`src/rtl/shx_pkg.sv`:
```
package shx_pkg;

  typedef enum logic [1:0] {
    ST_IDLE,
    ST_RUN,
    ST_HOLD
  } shx_state_e;

  // Source position feeding shuffled position q: inverse of a one-bit left
  // rotation of an lg-bit address, i.e. a one-bit right rotation.
  function automatic int shuf_src(input int q, input int lg);
    return (q >> 1) | ((q & 1) << (lg - 1));
  endfunction

endpackage

```
`src/rtl/shx_stage.sv`:
```
// One combinational pass: perfect shuffle, then a column of exchange switches
// each steered by the selected tag bit of the word on its upper input.
module shx_stage #(
  parameter int N = 8,
  parameter int W = 8,
  localparam int LOGN = $clog2(N)
) (
  input  logic [W-1:0]    d_in  [N],
  input  logic [LOGN-1:0] t_in  [N],
  input  logic [LOGN-1:0] sel_mask,
  output logic [W-1:0]    d_out [N],
  output logic [LOGN-1:0] t_out [N]
);

  logic [W-1:0]    sh_d [N];
  logic [LOGN-1:0] sh_t [N];

  for (genvar q = 0; q < N; q++) begin : g_shuffle
    assign sh_d[q] = d_in[shx_pkg::shuf_src(q, LOGN)];
    assign sh_t[q] = t_in[shx_pkg::shuf_src(q, LOGN)];
  end

  for (genvar j = 0; j < N / 2; j++) begin : g_exchange
    logic swap;
    assign swap         = |(sh_t[2*j] & sel_mask);
    assign d_out[2*j]   = swap ? sh_d[2*j+1] : sh_d[2*j];
    assign d_out[2*j+1] = swap ? sh_d[2*j]   : sh_d[2*j+1];
    assign t_out[2*j]   = swap ? sh_t[2*j+1] : sh_t[2*j];
    assign t_out[2*j+1] = swap ? sh_t[2*j]   : sh_t[2*j+1];
  end

endmodule

```
`src/rtl/shx_ctrl.sv`:
```
// Sequencer: accepts a vector, runs LOGN passes with a walking bit-select
// mask (MSB first), then holds the result until it is taken.
module shx_ctrl #(
  parameter int N = 8,
  localparam int LOGN = $clog2(N)
) (
  input  logic            clk,
  input  logic            rst_n,
  input  logic            in_valid,
  input  logic            out_ready,
  output logic            in_ready,
  output logic            out_valid,
  output logic            load,
  output logic            step,
  output logic [LOGN-1:0] sel_mask
);
  import shx_pkg::*;

  shx_state_e state_q;

  assign in_ready  = (state_q == ST_IDLE);
  assign out_valid = (state_q == ST_HOLD);
  assign load      = in_ready && in_valid;
  assign step      = (state_q == ST_RUN);

  always_ff @(posedge clk) begin
    if (!rst_n) begin
      state_q  <= ST_IDLE;
      sel_mask <= '0;
    end else begin
      unique case (state_q)
        ST_IDLE: if (in_valid) begin
          state_q  <= ST_RUN;
          sel_mask <= {1'b1, {(LOGN-1){1'b0}}};
        end
        ST_RUN: begin
          sel_mask <= sel_mask >> 1;
          if (sel_mask[0]) state_q <= ST_HOLD;
        end
        ST_HOLD: if (out_ready) state_q <= ST_IDLE;
        default: state_q <= ST_IDLE;
      endcase
    end
  end

endmodule

```
`src/rtl/shx_rotator.sv`:
```
module shx_rotator #(
  parameter int N = 8,
  parameter int W = 8,
  localparam int LOGN = $clog2(N)
) (
  input  logic            clk,
  input  logic            rst_n,
  input  logic            in_valid,
  output logic            in_ready,
  input  logic [N*W-1:0]  in_data,
  input  logic [LOGN-1:0] in_shift,
  output logic            out_valid,
  input  logic            out_ready,
  output logic [N*W-1:0]  out_data
);

  logic            load, step;
  logic [LOGN-1:0] sel_mask;
  logic [W-1:0]    data_q [N];
  logic [LOGN-1:0] tag_q  [N];
  logic [W-1:0]    data_nxt [N];
  logic [LOGN-1:0] tag_nxt  [N];
  logic [W-1:0]    in_w     [N];
  logic [LOGN-1:0] tag_init [N];

  shx_ctrl #(.N(N)) u_ctrl (
    .clk       (clk),
    .rst_n     (rst_n),
    .in_valid  (in_valid),
    .out_ready (out_ready),
    .in_ready  (in_ready),
    .out_valid (out_valid),
    .load      (load),
    .step      (step),
    .sel_mask  (sel_mask)
  );

  shx_stage #(.N(N), .W(W)) u_stage (
    .d_in     (data_q),
    .t_in     (tag_q),
    .sel_mask (sel_mask),
    .d_out    (data_nxt),
    .t_out    (tag_nxt)
  );

  for (genvar i = 0; i < N; i++) begin : g_lanes
    assign in_w[i]            = in_data[i*W +: W];
    assign tag_init[i]        = LOGN'(i) + in_shift;
    assign out_data[i*W +: W] = data_q[i];
  end

  always_ff @(posedge clk) begin
    if (load) begin
      data_q <= in_w;
      tag_q  <= tag_init;
    end else if (step) begin
      data_q <= data_nxt;
      tag_q  <= tag_nxt;
    end
  end

endmodule

```
`config.mk`:
```
export PLATFORM = sky130hd
export DESIGN_NAME = shx_rotator
export DESIGN_NICKNAME = d
export VERILOG_FILES = /design/src/rtl/shx_pkg.sv /design/src/rtl/shx_stage.sv /design/src/rtl/shx_ctrl.sv /design/src/rtl/shx_rotator.sv
export SDC_FILE = /design/constraint.sdc
export NUM_CORES = 1
export LEC_CHECK = 0
export CORE_ASPECT_RATIO = 1.5
export CORE_MARGIN = 1
export CORE_UTILIZATION = 45
export CTS_CLUSTER_SIZE = 8
export DETAILED_ROUTE_END_ITERATION = 12
export PLACE_DENSITY_LB_ADDON = 0.12
export RECOVER_POWER = 100
export SETUP_SLACK_MARGIN = 0.3
export SYNTH_ARGS = -nofsm -noshare
export SYNTH_HDL_FRONTEND = slang
export SYNTH_HIERARCHICAL = 1
export SYNTH_SLANG_ARGS = --single-unit
```
`constraint.sdc`:
```
create_clock -name clk -period 4.2 [get_ports clk]
set_input_delay 1.26 -clock clk [delete_from_list [all_inputs] [get_ports clk]]
set_output_delay 1.26 -clock clk [all_outputs]
set_load 0.02 [all_outputs]
```
== Yosys cells after proc, flatten, opt, wreduce, memory -nomap -nowiden ==
Cells that the tools add are included.

* Input port bits: 71
* Flip-flop bits (word level): 93
* Output and inout bits: 66
* Logic and storage cells: 74

* Reductions and logical operators: 14
* Bitwise logic cells: 4
* Add/sub/neg operators: 7
* Mux-type cells: 26
* Equality and inequality tests: 5

{| class="wikitable"
|+ Operator list
! kind !! count
|-
| 64-bit two-way mux || 2
|-
| 8-bit two-way mux || 8
|-
| 24-bit two-way mux || 2
|-
| 3-bit two-way mux || 9
|-
| 3-bit adder (first input constant) || 4
|-
| 3-bit AND || 4
|-
| 3-bit OR reduction || 4
|-
| 2-bit nonzero test || 4
|-
| 2-bit by 3-bit adder with 3-bit output (first input constant) || 2
|-
| 2-bit two-way mux || 3
|-
| 2-bit case mux with 3 select lines || 1
|-
| 3-bit case mux with 2 select lines || 1
|-
| 2-bit AND reduction || 3
|-
| 2-bit by 1-bit inequality test with 1-bit output (second input constant) || 2
|-
| 1-bit by 3-bit adder with 3-bit output (first input constant) || 1
|-
| 3-bit AND reduction || 1
|-
| 2-bit by 1-bit == test with 1-bit output (second input constant) || 1
|-
| 2-bit == test (second input constant) || 1
|-
| 2-bit logical NOT || 1
|-
| 2-bit inequality test (second input constant) || 1
|-
| 1-bit logical AND || 1
|}

== Logic depth before layout (Yosys ltp) ==
* Word-level depth: 5
* Mapped depth: 7
* Mapped depth without buffers: 4

== Modules after synthesis ==
Netlist, hierarchy kept.

{| class="wikitable"
|+ By module, submodules not included
! module !! times used !! seq. area each (um2) !! area an instance (um2) !! cells an instance
|-
| shx_rotator || 1 || 2642.5 || 3801.1 || 221
|-
| shx_stage || 1 || 0.0 || 1261.2 || 119
|-
| shx_ctrl || 1 || 100.1 || 227.7 || 25
|}

== Least setup slack after synthesis ==
No wires, ideal clock.

* Path type: in2reg
* From: in in_valid
* To: reg data_q (netlist bit out_data[0]), enable pin
* Arrival time: 2.773 ns
* Cell stages on the path: 4
* Setup slack: 1.018 ns
* Required time: 3.791 ns
* Buffers on the path: 2
* Setup time: 0.409 ns
* Cells stage by stage: and2_1 buf_6 buf_6 or2_2

* Longest elaborated chain between the ends: 3
* Elaborated cells on any way between the ends: 4
* Those cells by class: 4 x reduce/logical

{| class="wikitable"
|+ Ends and longest elaborated chain
! item !! RTL line !! RTL
|-
| start: declaration || shx_rotator.sv:8 || <nowiki>input logic in_valid,</nowiki>
|-
| 1-bit logical AND * || shx_ctrl.sv:23 || <nowiki>assign load = in_ready && in_valid;</nowiki>
|-
| 2-bit nonzero test (no line) || n/a ||
|-
| 2-bit AND reduction (no line) * || n/a ||
|-
| end signal: assignment || shx_rotator.sv:54 || <nowiki>data_q <= in_w;</nowiki>
|-
| end signal: assignment || shx_rotator.sv:57 || <nowiki>data_q <= data_nxt;</nowiki>
|-
| end: declaration || shx_rotator.sv:19 || <nowiki>logic [W-1:0] data_q [N];</nowiki>
|}

Mark *: on every way between the ends. The rest lies on a longest branch, timed or not.
A chain may end at the register's enable or synchronous reset.

== Worst setup path after layout ==
* From: in in_valid
* To: reg data_q (netlist bit out_data[40]), data pin

* Longest elaborated chain between the ends: 2

{| class="wikitable"
|+ Ends and longest elaborated chain
! item !! RTL line !! RTL
|-
| 1-bit logical AND || shx_ctrl.sv:23 ||
|-
| via load || shx_rotator.sv:17 || <nowiki>logic load, step;</nowiki>
|-
| 64-bit two-way mux || shx_rotator.sv:53 || <nowiki>if (load) begin</nowiki>
|}

The timed path passes the listed nets, and every way through them passes these cells.

==> flow_metrics.tcl <==
set metrics [dict create \
    final.period_utilization_pct 79.6 \
    dieArea_um2 12200 \
    drive_gt1_share_pct 32.1 \
    hold_viol 0 \
    cap_violations 0 \
    hold_buffers 0 \
    antenna_found_initial 0 \
    post_cts_buffers 0 \
    area_delta_synth_final_pct 33.8 \
    nFillCells 918 \
    chipWidth_um 90.5 \
    rows 48 \
    worstPathArrival_ps 3430 \
    cp.required_ps 4290 \
    antenna_cells 0 \
    syn_nets 438 \
    core_um2 11500 \
    tightest_slew_ps 1220 \
    p_leak_nw 2.68 \
    vdd_drop_max_v 0.000250 \
    vias_per_cell 5.32 \
    synth_cells 365 \
    num_vias 3470 \
    wire_per_inst_um 18.3 \
    power_frac_seq_pct 42.0 \
    critPathLaunchType "primary input" \
    cts_tree "done" \
    hold_path_class "register to register" \
    fin_tns_setup_ps 0 \
    cts.sinks 93 \
    io_buffers 136 \
    status "finished, final reports clean" \
    die_height_um 135 \
    multi_input_area_um2 2240 \
    synth_seq_cells 93 \
    groute.usage.overall_pct 19.9 \
    p_clk_share_pct 31.2 \
    clockRootBuffer "clkbuf_16" \
    drt_wl_total_um 11900 \
    internal-power_w 0.00233 \
    switching_share_pct 26.2 \
    ant_nets 0 \
    drv_slew 0 \
    synth-async-reset-ratio_pct 0 \
    end_kind "register" \
    path_class "primary input to register" \
    grt_pass1_vias 3564 \
    drtPass1Iterations 4 \
    max_freq_ghz 0.299 \
    clk_path_buf_depth 2 \
    slew_headroom_pct 18.5 \
    skew_ps 9.64 \
    setup_ws_ps 858 \
    cts_resized 0 \
    grt_max_degree 98 \
    setup_viol_count_final 0 \
    path_clk_slew_ps 70 \
    p_per_area_nw_per_um2 445 \
    ys_seq_area_share_pct 51.8 \
    rsz0062_at_grt "no" \
    yosysUniqueCellTypes 34 \
    power_switching_w 0.000827 \
    ys_dominant_reg_cell "edfxtp_1" \
    htree_num_levels 3 \
    gr-total-overflow 0 \
    period_needed_ps 3340 \
    numCtsBuffers 9 \
    pre_cts_ws_ps 1160 \
    crit_fanout 97 \
    start_util_pct 46.1 \
    synth_edf_count 88 \
    p_comb_share_pct 26.8 \
    io_pins 137 \
    hpwlAfterDp_um 8200 \
    synth.avg_cell_area_um2 14.5 \
    clk_latency_ps 340 \
    netlist_area_um2 5290 \
    fin_nets 571 \
    drtIter0Drc 188 \
    gp_congestion 0.749 \
    reg2reg_setup_slack_ps 1500 \
    yosys_warnings 6 \
    grt_pass1_wl_um 18600 \
    ff_latch_area_um2 2740 \
    drc_errors 0 \
]
[worst max-delay path, cell delays in order]
cell and delay, ps:
dlygate4sd3_1 580, and2_0 160, clkbuf_4 940, mux2_2 440
[per-stage QoR]
step / util, % / hold WS [ps] / total power, W / area, um2 / cells
finish: 61.7 / 552 / 0.00315 / 7080 / 652
global route: 61.7 / 588 / 0.00329 / 7080 / 652
CTS: 61.9 / 556 / 0.00322 / 7100 / 652
detailed placement: 58.8 / 548 / 0.00223 / 6750 / 637
global placement: 58.8 / 526 / 0.00221 / 6750 / 637
floorplan: - / 468 / 0.00188 / 5290 / 365
[power by group through the flow]
stage          Combinational (W)  Sequential, W  Clock, W
3_3_place_gp            0.000873        0.00134         0
6_report                0.000844        0.00133  0.000983
5_1_grt                 0.000906        0.00135   0.00104
3_5_place_dp            0.000887        0.00135         0
4_1_cts                 0.000891        0.00133  0.000997
2_1_floorplan           0.000442        0.00144         0
[state kept, by name, summed over array words and instances, names as in the netlist]
signal	flops
u_ctrl/state_q	2
out_data	64
tag_q	24
u_ctrl/sel_mask	3
[layout by cell type (no fill, tap or decap), types with 2 or more instances in the layout]
cell,n
dfxtp_1,5
nand2_1,6
mux2_2,117
o21ai_0,16
a21oi_1,4
buf_4,5
o22ai_1,2
inv_1,29
dlygate4sd3_1,68
a221o_1,2
a221o_2,2
ha_1,2
a22oi_1,8
nand2b_1,5
clkdlybuf4s50_1,68
buf_12,2
bufinv_16,4
mux2_4,20
nor2_1,4
xnor2_1,3
clkbuf_16,9
edfxtp_1,88
a222oi_1,4
nor2b_1,2
mux2_1,11
a22o_1,4
[cells by family (layout without fill, tap and decap cells)]
logic type / count (synthesis) / after routing / synth area share [%]
multiplexers: 149 / 149 / 33.1
AND/OR/NAND/NOR: 22 / 22 / 2.25
XOR/XNOR: 3 / 3 / 0.497
AO/OA/AOI/OAI: 45 / 45 / 6.08
adder cells (fa/ha/maj): 2 / 2 / 0.473
buffers and inverters: 51 / 188 / 5.75
flip-flops: 93 / 93 / 51.8
[cell type report]
class	instances	share of cell area [%]
clock buffer	10	3.23
clock inverter	5	1.75
inverter	29	1.54
multi-input combinational	221	31.6
sequential	93	38.7
tap	150	2.65
timing repair buffer	144	20.4
[worst paths after layout]
| kind | startpoint | to | cells past startpoint |
|---|---|---|---|
| max | in_valid | out_data[40] | 4 |
| min | u_ctrl/state_q[1] | u_ctrl/state_q[0] | 1 |
| max reg2reg | u_ctrl/sel_mask[0] | out_data[4] | 4 |
| min reg2reg | u_ctrl/state_q[1] | u_ctrl/state_q[0] | 1 |
[synth_stat cells (2+ instances only)]
cell type  instances  area (um2)
mux2_1            11         124
nand2b_1           5        31.3
a22oi_1            8        60.1
xnor2_1            3        26.3
a222oi_1           4        40.0
nor2_1             4        15.0
mux2_2           117        1320
mux2_4            20         300
nand2_1            6        22.5
buf_2              6        30.0
buf_6             13         146
o21ai_0           16        80.1
ha_1               2        25.0
a22o_1             4        35.0
dfxtp_1            5         100
buf_4              2        15.0
a221o_1            2        20.0
o22ai_1            2        12.5
nor2b_1            2        12.5
a221o_2            2        22.5
inv_1             29         109
a21oi_1            3        15.0
edfxtp_1          88        2640
[per-layer routing]
layer	wire length, um	vias to the layer above	GRT usage [%]
li1	-	1648	-
met1	4810	1713	23.4
met2	6270	98	34.4
met3	739	11	6.19
met4	119	0	6.63
met5	0	-	0
No activity file was read; power rests on OpenSTA's default activity.
